===== config.mk =====
export PLATFORM = sky130hd
export DESIGN_NAME = ppModeFifo
export DESIGN_NICKNAME = d
export VERILOG_FILES = /design/src/rtl/ppModeFifoPkg.sv /design/src/rtl/ppModeFifoDpath.sv /design/src/rtl/ppModeFifoCtrl.sv /design/src/rtl/ppModeFifo.sv
export SDC_FILE = /design/constraint.sdc
export NUM_CORES = 1
export LEC_CHECK = 0
export ABC_AREA = 1
export BUFFER_PORTS_ARGS = -buffer_cell sky130_fd_sc_hd__buf_2
export CAP_MARGIN = 20
export CORE_UTILIZATION = 30
export CTS_CLUSTER_DIAMETER = 120
export DETAILED_ROUTE_END_ITERATION = 10
export SLEW_MARGIN = 20
export SYNTH_ARGS = -nofsm -noshare
export SYNTH_HDL_FRONTEND = slang
export SYNTH_SLANG_ARGS = --single-unit

===== constraint.sdc =====
create_clock -name clk -period 5.4 [get_ports clk]
set_input_delay 0.54 -clock clk [delete_from_list [all_inputs] [get_ports clk]]
set_output_delay 0.54 -clock clk [all_outputs]
set_load 0.01 [all_outputs]

===== src/rtl/ppModeFifoPkg.sv =====
package ppModeFifoPkg;
  localparam logic [2:0] MODE_BASIC  = 3'b000;
  localparam logic [2:0] MODE_COMPAT = 3'b010;
  localparam logic [2:0] MODE_ECP    = 3'b011;
  localparam logic [2:0] MODE_TEST   = 3'b110;

  typedef struct packed {
    logic push;      // write one byte at the tail
    logic pushPort;  // byte comes from the peripheral side
    logic pop;       // drop the head byte
    logic popHost;   // the pop is a host read: save the byte
    logic flush;     // empty the FIFO and clear the saved byte
    logic holdLast;  // empty reads return the saved byte
  } fifoStrobeT;
endpackage


===== src/rtl/ppModeFifoDpath.sv =====
module ppModeFifoDpath
  import ppModeFifoPkg::*;
#(
  parameter int DEPTH = 16,
  localparam int PTR_W = $clog2(DEPTH),
  localparam int CNT_W = PTR_W + 1
) (
  input  logic             clk,
  input  logic             rstN,
  input  fifoStrobeT       st,
  input  logic [7:0]       hostWrData,
  input  logic [7:0]       portRxData,
  output logic [7:0]       headData,
  output logic [7:0]       hostRdData,
  output logic [CNT_W-1:0] count,
  output logic             full,
  output logic             empty
);
  logic [7:0]       mem [DEPTH];
  logic [PTR_W-1:0] wrPtr, rdPtr;
  logic [7:0]       lastRead;
  logic [7:0]       pushData;

  assign pushData   = st.pushPort ? portRxData : hostWrData;
  assign full       = (count == CNT_W'(DEPTH));
  assign empty      = (count == '0);
  assign headData   = mem[rdPtr];
  assign hostRdData = (empty && st.holdLast) ? lastRead : headData;

  always_ff @(posedge clk) begin
    if (st.push && !st.flush) mem[wrPtr] <= pushData;
  end

  always_ff @(posedge clk) begin
    if (!rstN || st.flush) begin
      wrPtr    <= '0;
      rdPtr    <= '0;
      count    <= '0;
      lastRead <= '0;
    end else begin
      if (st.push) wrPtr <= wrPtr + 1'b1;
      if (st.pop) begin
        rdPtr <= rdPtr + 1'b1;
        if (st.popHost) lastRead <= headData;
      end
      case ({st.push, st.pop})
        2'b10:   count <= count + 1'b1;
        2'b01:   count <= count - 1'b1;
        default: count <= count;
      endcase
    end
  end


  no_push_full_chk: assert property (@(posedge clk) disable iff (!rstN)
    full |-> !st.push);

  no_pop_empty_chk: assert property (@(posedge clk) disable iff (!rstN)
    empty |-> !st.pop);

  count_bound_chk: assert property (@(posedge clk) disable iff (!rstN)
    count <= CNT_W'(DEPTH));

  flush_empty_chk: assert property (@(posedge clk) disable iff (!rstN)
    st.flush |=> empty);
endmodule


===== src/rtl/ppModeFifoCtrl.sv =====
module ppModeFifoCtrl
  import ppModeFifoPkg::*;
#(
  parameter int DEPTH     = 16,
  parameter int WR_THRESH = 8,
  parameter int RD_THRESH = 8,
  localparam int CNT_W = $clog2(DEPTH) + 1
) (
  input  logic             clk,
  input  logic             rstN,
  input  logic             modeWrEn,
  input  logic [2:0]       modeWrData,
  output logic [2:0]       modeRdData,
  input  logic             ctlWrEn,
  input  logic [7:0]       ctlWrData,
  output logic [7:0]       ctlRdData,
  input  logic             hostWrEn,
  input  logic             hostRdEn,
  output logic             portTxValid,
  input  logic             portTxReady,
  input  logic             portRxValid,
  output logic             portRxReady,
  output logic             dirIn,
  input  logic [CNT_W-1:0] count,
  input  logic             full,
  input  logic             empty,
  output logic             serviceIntr,
  input  logic             ackIn,
  output logic             ackIntr,
  output fifoStrobeT       st
);
  logic [2:0]       modeQ;
  logic [5:0]       ctlQ;
  logic             ackPrev;
  logic             isTest, isCompat, isEcp, forceOut, txActive;
  logic             hostPush, portPush, hostPop, txPop;
  logic [CNT_W-1:0] freeCnt;

  always_ff @(posedge clk) begin
    if (!rstN) begin
      modeQ   <= MODE_BASIC;
      ctlQ    <= '0;
      ackPrev <= 1'b0;
      ackIntr <= 1'b0;
    end else begin
      if (modeWrEn) modeQ <= modeWrData;
      if (ctlWrEn)  ctlQ  <= ctlWrData[5:0];
      ackPrev <= ackIn;
      ackIntr <= ackIn && !ackPrev;
    end
  end

  assign modeRdData = modeQ;
  assign ctlRdData  = {2'b00, ctlQ};

  assign isTest   = (modeQ == MODE_TEST);
  assign isCompat = (modeQ == MODE_COMPAT);
  assign isEcp    = (modeQ == MODE_ECP);
  assign forceOut = (modeQ == MODE_BASIC) || isCompat;
  assign dirIn    = !forceOut && ctlQ[5];
  assign txActive = isCompat || (isEcp && !dirIn);

  assign portTxValid = txActive && !empty;
  assign portRxReady = isEcp && dirIn && !full;

  assign hostPush = hostWrEn && !full && (isTest || txActive);
  assign portPush = portRxValid && portRxReady;
  assign hostPop  = hostRdEn && !empty && (isTest || (isEcp && dirIn));
  assign txPop    = portTxValid && portTxReady;

  always_comb begin
    st          = '0;
    st.push     = hostPush || portPush;
    st.pushPort = portPush;
    st.pop      = hostPop || txPop;
    st.popHost  = hostPop;
    st.flush    = modeWrEn;
    st.holdLast = isTest;
  end

  assign freeCnt     = CNT_W'(DEPTH) - count;
  assign serviceIntr = dirIn ? (count >= CNT_W'(RD_THRESH))
                             : (freeCnt >= CNT_W'(WR_THRESH));


  forced_out_chk: assert property (@(posedge clk) disable iff (!rstN)
    ((modeRdData == MODE_BASIC) || (modeRdData == MODE_COMPAT)) |-> !dirIn);

  test_port_idle_chk: assert property (@(posedge clk) disable iff (!rstN)
    (modeRdData == MODE_TEST) |-> (!portTxValid && !portRxReady));

  ack_pulse_chk: assert property (@(posedge clk) disable iff (!rstN)
    $rose(ackIn) |=> ackIntr);

  ack_single_chk: assert property (@(posedge clk) disable iff (!rstN)
    ackIntr |=> !ackIntr);

  ctl_high_zero_chk: assert property (@(posedge clk) disable iff (!rstN)
    ctlRdData[7:6] == 2'b00);
endmodule


===== src/rtl/ppModeFifo.sv =====
module ppModeFifo
  import ppModeFifoPkg::*;
#(
  parameter int DEPTH     = 16,
  parameter int WR_THRESH = 8,
  parameter int RD_THRESH = 8
) (
  input  logic       clk,
  input  logic       rstN,
  input  logic       modeWrEn,
  input  logic [2:0] modeWrData,
  output logic [2:0] modeRdData,
  input  logic       ctlWrEn,
  input  logic [7:0] ctlWrData,
  output logic [7:0] ctlRdData,
  input  logic       hostWrEn,
  input  logic [7:0] hostWrData,
  input  logic       hostRdEn,
  output logic [7:0] hostRdData,
  output logic       portTxValid,
  output logic [7:0] portTxData,
  input  logic       portTxReady,
  input  logic       portRxValid,
  input  logic [7:0] portRxData,
  output logic       portRxReady,
  output logic       dirIn,
  output logic       fifoFull,
  output logic       fifoEmpty,
  output logic       serviceIntr,
  input  logic       ackIn,
  output logic       ackIntr
);
  localparam int CNT_W = $clog2(DEPTH) + 1;

  fifoStrobeT       st;
  logic [CNT_W-1:0] count;

  ppModeFifoCtrl #(.DEPTH(DEPTH), .WR_THRESH(WR_THRESH), .RD_THRESH(RD_THRESH)) ctrl_i (
    .clk(clk), .rstN(rstN),
    .modeWrEn(modeWrEn), .modeWrData(modeWrData), .modeRdData(modeRdData),
    .ctlWrEn(ctlWrEn), .ctlWrData(ctlWrData), .ctlRdData(ctlRdData),
    .hostWrEn(hostWrEn), .hostRdEn(hostRdEn),
    .portTxValid(portTxValid), .portTxReady(portTxReady),
    .portRxValid(portRxValid), .portRxReady(portRxReady),
    .dirIn(dirIn), .count(count), .full(fifoFull), .empty(fifoEmpty),
    .serviceIntr(serviceIntr), .ackIn(ackIn), .ackIntr(ackIntr), .st(st)
  );

  ppModeFifoDpath #(.DEPTH(DEPTH)) dpath_i (
    .clk(clk), .rstN(rstN), .st(st),
    .hostWrData(hostWrData), .portRxData(portRxData),
    .headData(portTxData), .hostRdData(hostRdData),
    .count(count), .full(fifoFull), .empty(fifoEmpty)
  );
endmodule


After elaboration in Yosys (flattened, before gate mapping)
Memory sizes are Yosys's and may differ from the RTL's. A register that Yosys moved wholly into a read port is not among the register bits.
Cells that the tools add are included.

storage, ports and cells
  memory bits (read-only) = 0
  memories kept = 1
  input bits = 36
  register bits = 32
  logic and storage cells = 62
  bits in latches = 0
  RAM bits = 128

operators by class
  reduce and logical (&&, ||, !) cells = 32
  mux-type cells = 8
  $mul = 0
  equal/unequal tests = 6
  div/mod/pow operators = 0
  order comparisons = 2
  add/sub/neg operators = 5
  shifts and indexed selects = 0
  bitwise gates (word level) = 0

memories
  name         words  bits a word  rd ports  clocked after memory_dff  wr ports  RTL line               source
  dpath_i.mem  16     8            1         1                         1         ppModeFifoDpath.sv:19  logic [7:0] mem [DEPTH];

operators by type and width
  cell                 number
  $mux 8               2
  $logic_and 1x1->1    14
  $ge 5x4->1 const B   2
  $pmux 5 s2           1
  $add 4x1->4 const B  2
  $mux 4               2
  $logic_not 1->1      7
  $logic_or 1x1->1     7
  $eq 3x2->1 const B   2
  $add 5x1->5 const B  1
  $eq 5x5->1 const B   1
  $logic_not 5->1      1
  $sub 5x1->5 const B  1
  $sub 5x5->5 const A  1
  $eq 3x3->1 const B   1
  $logic_not 3->1      1
  $mux 1               3
  $eq 2x1->1 const B   1
  $eq 2x2->1 const B   1
  $reduce_and 2->1     1
  $reduce_bool 2->1    1

Logic depth before layout (Yosys ltp)
Gate-level depths: netlist (run 1).

  word-level depth = 13
  gate-level depth with buffers = 19

Hierarchy
From an unflattened synthesis (run 1), not the netlist that was laid out.

second synthesis, totals
  cells, all modules = 805
  area, all modules = 7428.4 um^2

by module, submodules not included
  module           seq. area each (um^2)  instances  area an instance (um^2)  cells an instance
  ppModeFifoDpath  4344.2                 1          6887.9                   723
  ppModeFifoCtrl   220.2                  1          540.5                    82

Least setup slack after synthesis (run 1)
Ideal clock, no wire load.

  kind = flip-flop to flip-flop
  start point = reg dpath_i.count[1]
  end point = reg dpath_i.count[4]
  data arrival time = 2.470 ns
  setup time = 0.120 ns
  clock period less this slack = 2.589 ns
  buffers on the path = 0
  setup slack = 2.811 ns
  cell stages (with the launch flop) = 19
  data required time = 5.280 ns
  cells stage by stage = dfxtp_1 -> inv_1 -> nand3_1 -> nor2_1 -> ha_1 -> nor2_1 -> nand2_1 -> nand2_2 -> ha_1 -> inv_1 -> fa_1 -> inv_1 -> nand2_1 -> a21oi_1 -> nor2_1 -> nand2_1 -> nand2_1 -> nand2_1 -> a21oi_1

between the ends
  cells in the longest elaborated chain, start to end = 7

ends and longest elaborated chain
  element                                          RTL line               source
  start, declared                                  ppModeFifoDpath.sv:15  output logic [CNT_W-1:0] count,
  start signal, assigned                           ppModeFifoDpath.sv:47  2'b10: count <= count + 1'b1;
  start signal, assigned                           ppModeFifoDpath.sv:48  2'b01: count <= count - 1'b1;
  start signal, assigned                           ppModeFifoDpath.sv:49  default: count <= count;
  $logic_not 5->1 *                                ppModeFifoDpath.sv:26  assign empty = (count == '0);
  named net fifoEmpty                              ppModeFifo.sv:28       output logic fifoEmpty,
  $logic_not 1->1 *                                ppModeFifoCtrl.sv:63   assign portTxValid = txActive && !empty;
  $logic_and 1x1->1 *                              ppModeFifoCtrl.sv:63
  named net portTxValid                            ppModeFifo.sv:20       output logic portTxValid,
  $logic_and 1x1->1 *                              ppModeFifoCtrl.sv:69   assign txPop = portTxValid && portTxReady;
  $logic_or 1x1->1 *                               ppModeFifoCtrl.sv:75   st.pop = hostPop || txPop;
  $eq 2x1->1 or $eq 2x2->1 (tied branches)         ppModeFifoDpath.sv:46  case ({st.push, st.pop})
  $pmux 5 s2 or $reduce_bool 2->1 (tied branches)  n/a

Mark *: on every way through the listed nets, which the timed path passes. The rest lies on a longest branch.
A chain may end at the register's enable or synchronous reset.

==> key figures, run 1 <==
Detailed routing
  – Number of remaining DRC errors: 0
  – Avg WL per Cell: 14.3 um
  – Drt pass-1 iters: 6
  – Vias post-DR: 5,234
  – WL final: 16.9 mm
  – DRT iter0 DRCs: 400
  – Post-DRT Antenna Nets: 0
  – Via-to-Cell Ratio: 4.42

Clocking
  – # clock sinks: 164
  – CTS H-Tree Depth: 4
  – Clk root buf: clkbuf_16
  – TritonCTS Buffers: 17
  – Worst-Skew Late Latency: 430 ps
  – # hold bufs at CTS: 0
  – Reg clk slew, reported paths: 60 ps
  – Max Buffers Root-to-Sink: 2
  – Post-CTS setup buffers: 0
  – CTS tree: yes
  – Post-cts resize count: 0

Yosys
  – Share of the yosys chip area belonging to registers: 0.615
  – Netlist cell types: 34
  – Synth top area cells: edfxtp_1 (52%), nand2_1 (13%), dfxtp_1 (9.7%)
  – Post-synth top flop: edfxtp_1
  – Synth cell count leaders: nand2_1 (260), edfxtp_1 (128), inv_1 (101), nand3_1 (98), nor2_1 (60)
  – Ys async rst share: 0
  – Syn Inst Count: 787
  – Yosys top cell area share: 0.518
  – Cell taking the most area after synthesis: edfxtp_1
  – Syn Std Cell Area: 0.00742 mm^2
  – Mean Syn Cell Area: 9.43 um^2
  – Number of flops mapped to enable cells by yosys: 128
  – Synthesis-stage register bit count: 164
  – Synth warn: 0
  – Count leader, synth: nand2_1

Run
  – Max Cap Viol: 0

Timing
  – Relative slew margins: 0.420
  – Period utilisation layout: 0.602
  – Min cycle time layout: 3250 ps
  – RSZ-0062 raised after global routing: false
  – Hold Fails Final Rpt: 0
  – Clock Skew: 7.03 ps
  – Peak Freq: 308 MHz
  – Setup violators final: 0
  – Worst slew pin tran: 867 ps
  – Final Max Slew Viols: 0
  – Setup TNS: 0 ps

Worst setup path
  – Critical path cell sequence: inv_1 -> nand3_1 -> nand3_1 -> nand2_1 -> nand2_1 -> nand2_1 -> buf_2
  – Critical path endpoint category: output port
  – Setup crit start kind: register
  – R2R Path Start: dpath_i.count[0]$_SDFFE_PP0P_
  – CP max-delay cell: dfxtp_1
  – Required time of the critical path: 4860 ps
  – Worst EP arrival: 2710 ps
  – Crit path max fanout: 17
  – CP max stage delay: 830 ps
  – Worst path most repeated cell: nand2_1
  – Critical path class: register to output port

Power and ir drop
  – P_leak: 3.70 nW
  – Worst VDD drop: 231 uV
  – Pwr Density: 307 mW/mm^2

Place
  – GP Congestion: 0.802
  – Port-buffer cells: 65
  – Placed cell count: 1,151
  – DP HPWL: 10.8 mm

Die
  – IO Count: 70
  – Row count: 57
  – Core Region: 0.0243 mm^2
  – Die X: 159 um
  – Initial Utilization: 0.305
  – Die H: 159 um
  – Die area: 0.0254 mm^2

GRT
  – Vias in the first global route: 5,005
  – Largest net degree at the start of global routing: 65
  – Initial antenna violation count: 0
  – Gr usage total: 0.140
  – First-pass GRT wire length: 26.9 mm
  – GRT overflow: 0

Finish
  – Post-Layout Cell Count: 1,183
  – Area growth syn-to-layout: 15.7%
  – # diodes: 0
  – NumNets Final: 894
  – Layout cells sized above 1: 0.141

Min path
  – Worst Hold Class: input port to register
  – Min-delay src: ackIn

Run status
  – Outcome: completed
[critical path, delay by kind of cell (launching register included)]
| family | cells | cell delay [ps] |
|---|---|---|
| AND/OR/NAND/NOR | 5 | 790 |
| buffers and inverters | 2 | 640 |
| flip-flops | 1 | 830 |
[final timing paths]
check,endpoint,slack (ps),depth (start not counted)
setup / recovery,hostRdData[3],2150,7
hold / removal,ctrl_i.ackPrev$_SDFF_PN0_,310,3
setup reg to reg,dpath_i.count[4]$_SDFFE_PP0P_,2540,19
hold reg to reg,ctrl_i.ackIntr$_SDFF_PN0_,390,1
[cell usage in the layout, fill, tap and decap left out, drive strengths merged, types with 8 or more instances in the layout]
master | synthesis | layout
o21ai | 14 | 14
mux2 | 8 | 8
nand3 | 100 | 100
clkinv | 1 | 9
clkbuf | 5 | 17
nor2 | 63 | 63
ha | 11 | 11
a21oi | 14 | 14
inv | 105 | 106
nand2 | 266 | 266
buf | 24 | 68
dfxtp | 36 | 36
edfxtp | 128 | 128
[per-layer routing]
| layer | routed length, um | share of wire | GRT usage | vias to the layer above |
|---|---|---|---|---|
| met5 | 0 | 0 | 0 | - |
| met4 | 456 | 0.027 | 0.0708 | 0 |
| met3 | 728 | 0.043 | 0.0305 | 24 |
| met2 | 7910 | 0.47 | 0.220 | 130 |
| met1 | 7810 | 0.46 | 0.181 | 2429 |
| li1 | - | - | - | 2651 |
[sequential cells by signal (all words and copies together), names as in the netlist, named ones only]
register / count
dpath_i.mem: 128
ctrl_i.ackIntr: 1
dpath_i.wrPtr: 4
dpath_i.lastRead: 8
ctrl_i.ctlQ: 6
dpath_i.count: 5
dpath_i.rdPtr: 4
ctrl_i.modeRdData: 3
ctrl_i.ackPrev: 1
[where the power goes]
part / leakage [nW] / internal, mW / switching (mW) / total [mW]
Clock: 0.263 / 0.673 / 0.485 / 1.16
Combinational: 1.99 / 0.0362 / 0.0722 / 0.108
Sequential: 1.44 / 1.37 / 0.00567 / 1.37
[through the flow]
step,utilization,hold WS (ps),area [um^2],total power [mW],setup WS (ps)
after global placement,0.330,382,8020,1.51,2590
after global routing,0.353,313,8590,2.72,2000
after detailed placement,0.330,381,8020,1.51,2550
after CTS,0.353,298,8590,2.67,2120
after floorplan,-,368,7420,1.46,2810
final,0.353,314,8590,2.64,2150
[kinds of logic after synthesis]
group,count (synthesis),share of synthesized area
AOI/OAI and AO/OA,31,0.0218
xor gates and xnor gates,5,0.00590
adders and majority gates,12,0.0212
buffers and inverters,135,0.0755
DFF,164,0.615
muxes,8,0.0121
other,1,0.000505
and+or+nand+nor,431,0.248
[layout make-up]
type                       count  area (um^2)
clock inverter                15          140
tap                          324          405
sequential                   164         4570
timing repair buffer          68          348
inverter                     106          404
multi-input combinational    489         2300
fill                        2412        15700
clock buffer                  17          425
No activity file was read; power rests on OpenSTA's default activity.
==> run 2: changes to the inputs <==
==> constraint.sdc (replaced) <==
create_clock -name clk -period 2.8 [get_ports clk]
set_input_delay 0.28 -clock clk [delete_from_list [all_inputs] [get_ports clk]]
set_output_delay 0.28 -clock clk [all_outputs]
set_load 0.01 [all_outputs]
==> run 2 against run 1 <==
Against the previous run: sequential share of layout area decreased by 1.6 points; register-to-register slack worse by 2300 ps; critical path depth is 8 higher; non-clock buffer count rose by 22; largest power group unchanged.
==> key figures, run 2 (synthesis results as in run 1) <==
Run status
  – Outcome: completed

Die
  – Initial Utilization: 0.305
  – Die area: 0.0254 mm^2
  – IO Count: 70
  – Core Region: 0.0243 mm^2
  – Row count: 57
  – Die X: 159 um
  – Die H: 159 um

Finish
  – Area growth syn-to-layout: 19.2%
  – Most frequent cells in the layout: nand2_1 (259), edfxtp_1 (128), inv_1 (101)
  – Fillers: 2,398
  – # diodes: 0
  – Post-Layout Cell Count: 1,203
  – Layout cells sized above 1: 0.170
  – Biggest regs: dpath_i.mem (128), dpath_i.lastRead (8), ctrl_i.ctlQ (6)
  – Max FFs per register: 128
  – NumNets Final: 916
  – Reg with most FFs: dpath_i.mem
  – Most common cell after layout, fill and taps aside: nand2_1

Place
  – DP HPWL: 11.5 mm
  – Placed cell count: 1,173
  – Port-buffer cells: 65
  – GP Congestion: 0.830
  – Placement Setup Slack: 148 ps

Worst setup path
  – RR Endpoint: dpath_i.count[3]$_SDFFE_PP0P_
  – Worst EP arrival: 2910 ps
  – Crit path max fanout: 7
  – Setup crit start kind: register
  – Worst r2r path cells: 15
  – Crit path from: dpath_i.count[1]$_SDFFE_PP0P_
  – Critical path cell sequence: inv_1 -> nand3_2 -> nor2_4 -> ha_1 -> inv_1 -> nand3_2 -> nand2_4 -> ha_1 -> buf_4 -> ha_1 -> nand3_1 -> nand3_1 -> xor2_1 -> o21ai_0 -> inv_1
  – R2R Path Start: dpath_i.count[1]$_SDFFE_PP0P_
  – CP max stage delay: 330 ps
  – Critical path endpoint category: register
  – CP max-delay cell: dfxtp_1
  – Critical path class: register to register
  – R2R Setup Slk: 200 ps
  – Required time of the critical path: 3110 ps

GRT
  – First-pass GRT wire length: 28.1 mm
  – Initial antenna violation count: 0
  – Vias in the first global route: 5,351
  – GRT overflow: 0
  – Largest net degree at the start of global routing: 65
  – Gr usage total: 0.145

Timing
  – Final Max Slew Viols: 0
  – Min cycle time layout: 2600 ps
  – Final worst slack: 200 ps
  – RSZ-0062 raised after global routing: false
  – Worst slew pin tran: 577 ps
  – Hold Fails Final Rpt: 0
  – Relative slew margins: 0.615
  – Setup TNS: 0 ps
  – Setup violators final: 0
  – Period utilisation layout: 0.929
  – Peak Freq: 385 MHz
  – Clock Skew: 5.96 ps

Clocking
  – # hold bufs at CTS: 0
  – Post-CTS setup buffers: 0
  – Post-cts resize count: 0
  – # clock sinks: 164
  – CTS H-Tree Depth: 4
  – Reg clk slew, reported paths: 60 ps
  – Clk root buf: clkbuf_16
  – Worst-Skew Late Latency: 420 ps
  – Max Buffers Root-to-Sink: 2
  – TritonCTS Buffers: 17
  – CTS tree: yes

Power and ir drop
  – Pwr Density: 591 mW/mm^2
  – Power, Total: 5.23 mW
  – Combinational power share: 0.042
  – Total internal power: 4.18 mW
  – Clock group share of total power: 0.451
  – P_leak: 3.87 nW
  – Worst VDD drop: 430 uV
  – Net load switching power: 1.05 mW
  – Switching share of power: 0.200
  – Reg power frac: 0.507

Detailed routing
  – Number of remaining DRC errors: 0
  – WL final: 17.3 mm
  – DRT iter0 DRCs: 451
  – Post-DRT Antenna Nets: 0
  – Avg WL per Cell: 14.4 um
  – Vias post-DR: 5,309
  – Drt pass-1 iters: 4
  – Via-to-Cell Ratio: 4.41

Run
  – Max Cap Viol: 0

Min path
  – Worst Hold Class: input port to register
  – Hold-critical path endpoint: ctrl_i.ackPrev$_SDFF_PN0_
  – Worst Hold Depth: 3
  – Min-delay src: ackIn
-- run 2: cell count changes in the layout (fill, tap and decap cells not counted), moves of 2 or more --
| cell | delta |
|---|---|
| nor2_1 | -2 |
| clkinv_2 | +3 |
| clkinv_1 | -3 |
| bufinv_16 | +2 |
| buf_12 | +2 |
| buf_4 | +20 |
| clkinvlp_4 | -3 |
-- run 2: metal layers --
metal | GRT usage | routed length, um | vias to the layer above
met5 | 0 | 0 | -
met4 | 0.0782 | 637 | 0
met3 | 0.0216 | 610 | 36
met2 | 0.235 | 8150 | 111
met1 | 0.186 | 7940 | 2473
li1 | - | - | 2689
-- run 2: final cells by class --
| cell class | count | area [um^2] | area share |
|---|---|---|---|
| Clock inverter | 12 | 164 | 0.0185 |
| Multi-Input combinational cell | 489 | 2340 | 0.264 |
| Tap cell | 324 | 405 | 0.0458 |
| Sequential cell | 164 | 4570 | 0.516 |
| Timing Repair Buffer | 90 | 538 | 0.0608 |
| Inverter | 106 | 407 | 0.0460 |
| Clock buffer | 18 | 429 | 0.0485 |
-- run 2: power groups by stage --
stage          sequential (mW)  combinational, mW  clock (mW)
2_1_floorplan             2.70              0.119           0
3_3_place_gp              2.70              0.211           0
3_5_place_dp              2.70              0.215           0
4_1_cts                   2.65              0.216        2.40
5_1_grt                   2.65              0.242        2.50
6_report                  2.65              0.218        2.36
-- run 2: per-stage QoR --
stage                     utilization  hold slack (ps)  area [um^2]
after global routing            0.364             47.3         8850
final                           0.364             59.5         8850
after floorplan                     -              368         7420
after CTS                       0.362             43.6         8800
after global placement          0.338              381         8210
after detailed placement        0.338              379         8210
-- run 2: how the worst max path moves through the flow --
stage                                          endpoint  slack [ps]
after floorplan           dpath_i.count[4]$_SDFFE_PP0P_         210
after global placement    dpath_i.count[4]$_SDFFE_PP0P_         210
final                     dpath_i.count[3]$_SDFFE_PP0P_         200
after global routing      dpath_i.count[4]$_SDFFE_PP0P_          20
after CTS                                 hostRdData[1]         110
after detailed placement  dpath_i.count[4]$_SDFFE_PP0P_         150
-- run 2: critical path: cells and delay by family (launching register included) --
kind	cells	cell delay, ps
AO/OA/AOI/OAI	1	140
XOR/XNOR	1	140
adder cells (fa/ha/maj)	3	760
buffers and inverters	4	420
flip-flops	1	330
AND/OR/NAND/NOR	6	710
==> run 3: changes to the inputs <==
--- a/config.mk
+++ b/config.mk
@@ -11,6 +11,7 @@
 export CORE_UTILIZATION = 30
 export CTS_CLUSTER_DIAMETER = 120
 export DETAILED_ROUTE_END_ITERATION = 10
+export REMOVE_ABC_BUFFERS = 1
 export SLEW_MARGIN = 20
 export SYNTH_ARGS = -nofsm -noshare
 export SYNTH_HDL_FRONTEND = slang
==> run 3 against run 2 <==
Against the previous run: die area stayed put; power is 4.2% lower; final area is 0.52% lower; final cell count is 0.17% higher; non-clock buffer count stayed put; critical path depth is 7 lower; hold slack worse by 3.2 ps; critical path type is now register to output port; critical endpoint is now hostRdData[6]; highest routed layer unchanged.
==> key figures, run 3 (synthesis results as in run 1) <==
Worst setup path
  – Crit path max fanout: 24
  – R2R Path Start: dpath_i.count[1]$_SDFFE_PP0P_
  – Critical path cell sequence: buf_4 -> nand3_1 -> nand3_1 -> nand3_1 -> nand2_1 -> nand2_1 -> nand2_1 -> buf_2
  – R2R Setup Slk: 270 ps
  – Family with the most delay on the worst path: simple AND/OR/NAND/NOR gates
  – Required time of the critical path: 2520 ps
  – CP max-delay cell: dfxtp_1
  – Critical path endpoint category: output port
  – RR Endpoint: dpath_i.count[4]$_SDFFE_PP0P_
  – CP max stage delay: 610 ps
  – Setup crit start kind: register
  – CP bufs+invs: 2
  – Worst r2r path cells: 19
  – Worst EP arrival: 2340 ps
  – Critical path class: register to output port

Clocking
  – # clock sinks: 164
  – CTS H-Tree Depth: 4
  – Reg clk slew, reported paths: 60 ps
  – CTS tree: yes
  – # hold bufs at CTS: 0
  – TritonCTS Buffers: 17
  – Worst-Skew Late Latency: 430 ps
  – Clk root buf: clkbuf_16
  – Max Buffers Root-to-Sink: 2

Place
  – Placed cell count: 1,173
  – GP Congestion: 0.804
  – Area after DPL: 0.00821 mm^2
  – DP HPWL: 10.9 mm
  – Port-buffer cells: 65

Finish
  – Footprint of the multi-input gates: 0.00235 mm^2
  – Biggest regs: dpath_i.mem (128), dpath_i.lastRead (8), ctrl_i.ctlQ (6)
  – Util after Layout: 0.362
  – NumNets Final: 916
  – Area growth syn-to-layout: 18.6%
  – Final Instance Area: 0.00880 mm^2
  – # diodes: 0
  – Reg with most FFs: dpath_i.mem
  – Register area: 0.00457 mm^2
  – Layout cells sized above 1: 0.170
  – Most common cell after layout, fill and taps aside: nand2_1
  – Post-Layout Cell Count: 1,205
  – Most frequent cells in the layout: nand2_1 (259), edfxtp_1 (128), inv_1 (101)
  – Fillers: 2,393
  – Max FFs per register: 128

Power and ir drop
  – Switching share of power: 0.212
  – P_leak: 3.84 nW
  – Clock group share of total power: 0.427
  – Worst VDD drop: 438 uV
  – Combinational power share: 0.044
  – Pwr Density: 569 mW/mm^2
  – Net load switching power: 1.06 mW
  – Total internal power: 3.95 mW
  – Reg power frac: 0.529

Timing
  – Peak Freq: 382 MHz
  – Period utilisation layout: 0.936
  – Setup violators final: 0
  – Relative slew margins: 0.641
  – Setup TNS: 0 ps
  – Worst hold slack: 56.3 ps
  – Min cycle time layout: 2620 ps
  – Final Max Slew Viols: 0
  – Clock Skew: 7.45 ps
  – Worst slew pin tran: 538 ps
  – Hold Fails Final Rpt: 0

Die
  – Die H: 159 um
  – Initial Utilization: 0.305
  – Row count: 57
  – Die area: 0.0254 mm^2
  – IO Count: 70
  – Die X: 159 um
  – Core Region: 0.0243 mm^2

Detailed routing
  – Post-DRT Antenna Nets: 0
  – Number of remaining DRC errors: 0
  – Via-to-Cell Ratio: 4.36
  – Avg WL per Cell: 14.2 um
  – DRT iter0 DRCs: 436
  – Drt pass-1 iters: 5
  – Vias post-DR: 5,251
  – WL final: 17.1 mm

Run
  – Max Cap Viol: 0

GRT
  – First-pass GRT wire length: 26.8 mm
  – Largest net degree at the start of global routing: 65
  – Gr usage total: 0.141
  – Initial antenna violation count: 0
  – GRT overflow: 0
  – Vias in the first global route: 4,831

Run status
  – Outcome: completed

Min path
  – Worst Hold Class: input port to register
  – Worst Hold Depth: 3
  – Hold-critical path endpoint: ctrl_i.ackPrev$_SDFF_PN0_
  – Min-delay src: ackIn
==> run 3: cell types whose count changed in the layout (fill, tap and decap cells not counted), sizes merged <==
cell      previous run  this run
bufinv               4         1
clkbuf              18        21
clkinvlp             1         2
clkinv               8         9
==> run 3: cell type report <==
class,count,area share
Clock buffer,21,0.0512
Sequential cell,164,0.519
Inverter,106,0.0462
Clock inverter,11,0.00995
Multi-Input combinational cell,489,0.267
Tap cell,324,0.0461
Timing Repair Buffer,90,0.0611
==> run 3: what timing repair did <==
item                       4_1_cts  5_1_grt
buffers inserted                 0        0
hold endpoints to repair         0        0
setup endpoints to repair        0        6
gates resized for setup          0       11
==> run 3: power by group through the flow <==
stage	Clock [mW]	Sequential [mW]	Combinational, mW
final	2.14	2.65	0.220
after global routing	2.27	2.65	0.245
after CTS	2.17	2.65	0.218
after global placement	0	2.70	0.214
after floorplan	0	2.71	0.112
after detailed placement	0	2.70	0.217
==> run 3: how the worst max path moves through the flow <==
stage | to | slack (ps) | cells past startpoint
global placement | dpath_i.count[4]$_SDFFE_PP0P_ | 180 | 19
floorplan | hostRdData[0] | -180 | 8
CTS | hostRdData[1] | 80 | 8
finish | hostRdData[6] | 180 | 8
detailed placement | dpath_i.count[4]$_SDFFE_PP0P_ | 140 | 19
global route | dpath_i.count[4]$_SDFFE_PP0P_ | -6 | 19
==> run 3: routing by layer <==
| layer | track usage | share of wire | wire length [um] | up-vias |
|---|---|---|---|---|
| met3 | 0.0302 | 0.051 | 874 | 27 |
| met5 | 0 | 0 | 0 | - |
| li1 | - | - | - | 2691 |
| met4 | 0.0656 | 0.028 | 476 | 0 |
| met2 | 0.222 | 0.46 | 7930 | 143 |
| met1 | 0.185 | 0.46 | 7840 | 2390 |
==> run 3: tightest hold or removal path, stage by stage <==
cell	delay, ps
buf_2	70
nand2_1	50
inv_1	50
==> run 3: per-stage QoR <==
step | worst slack (ps) | total power, mW
finish | 180 | 5.01
global route | -5.63 | 5.16
CTS | 77.9 | 5.03
detailed placement | 143 | 2.92
global placement | 180 | 2.92
floorplan | -180 | 2.82
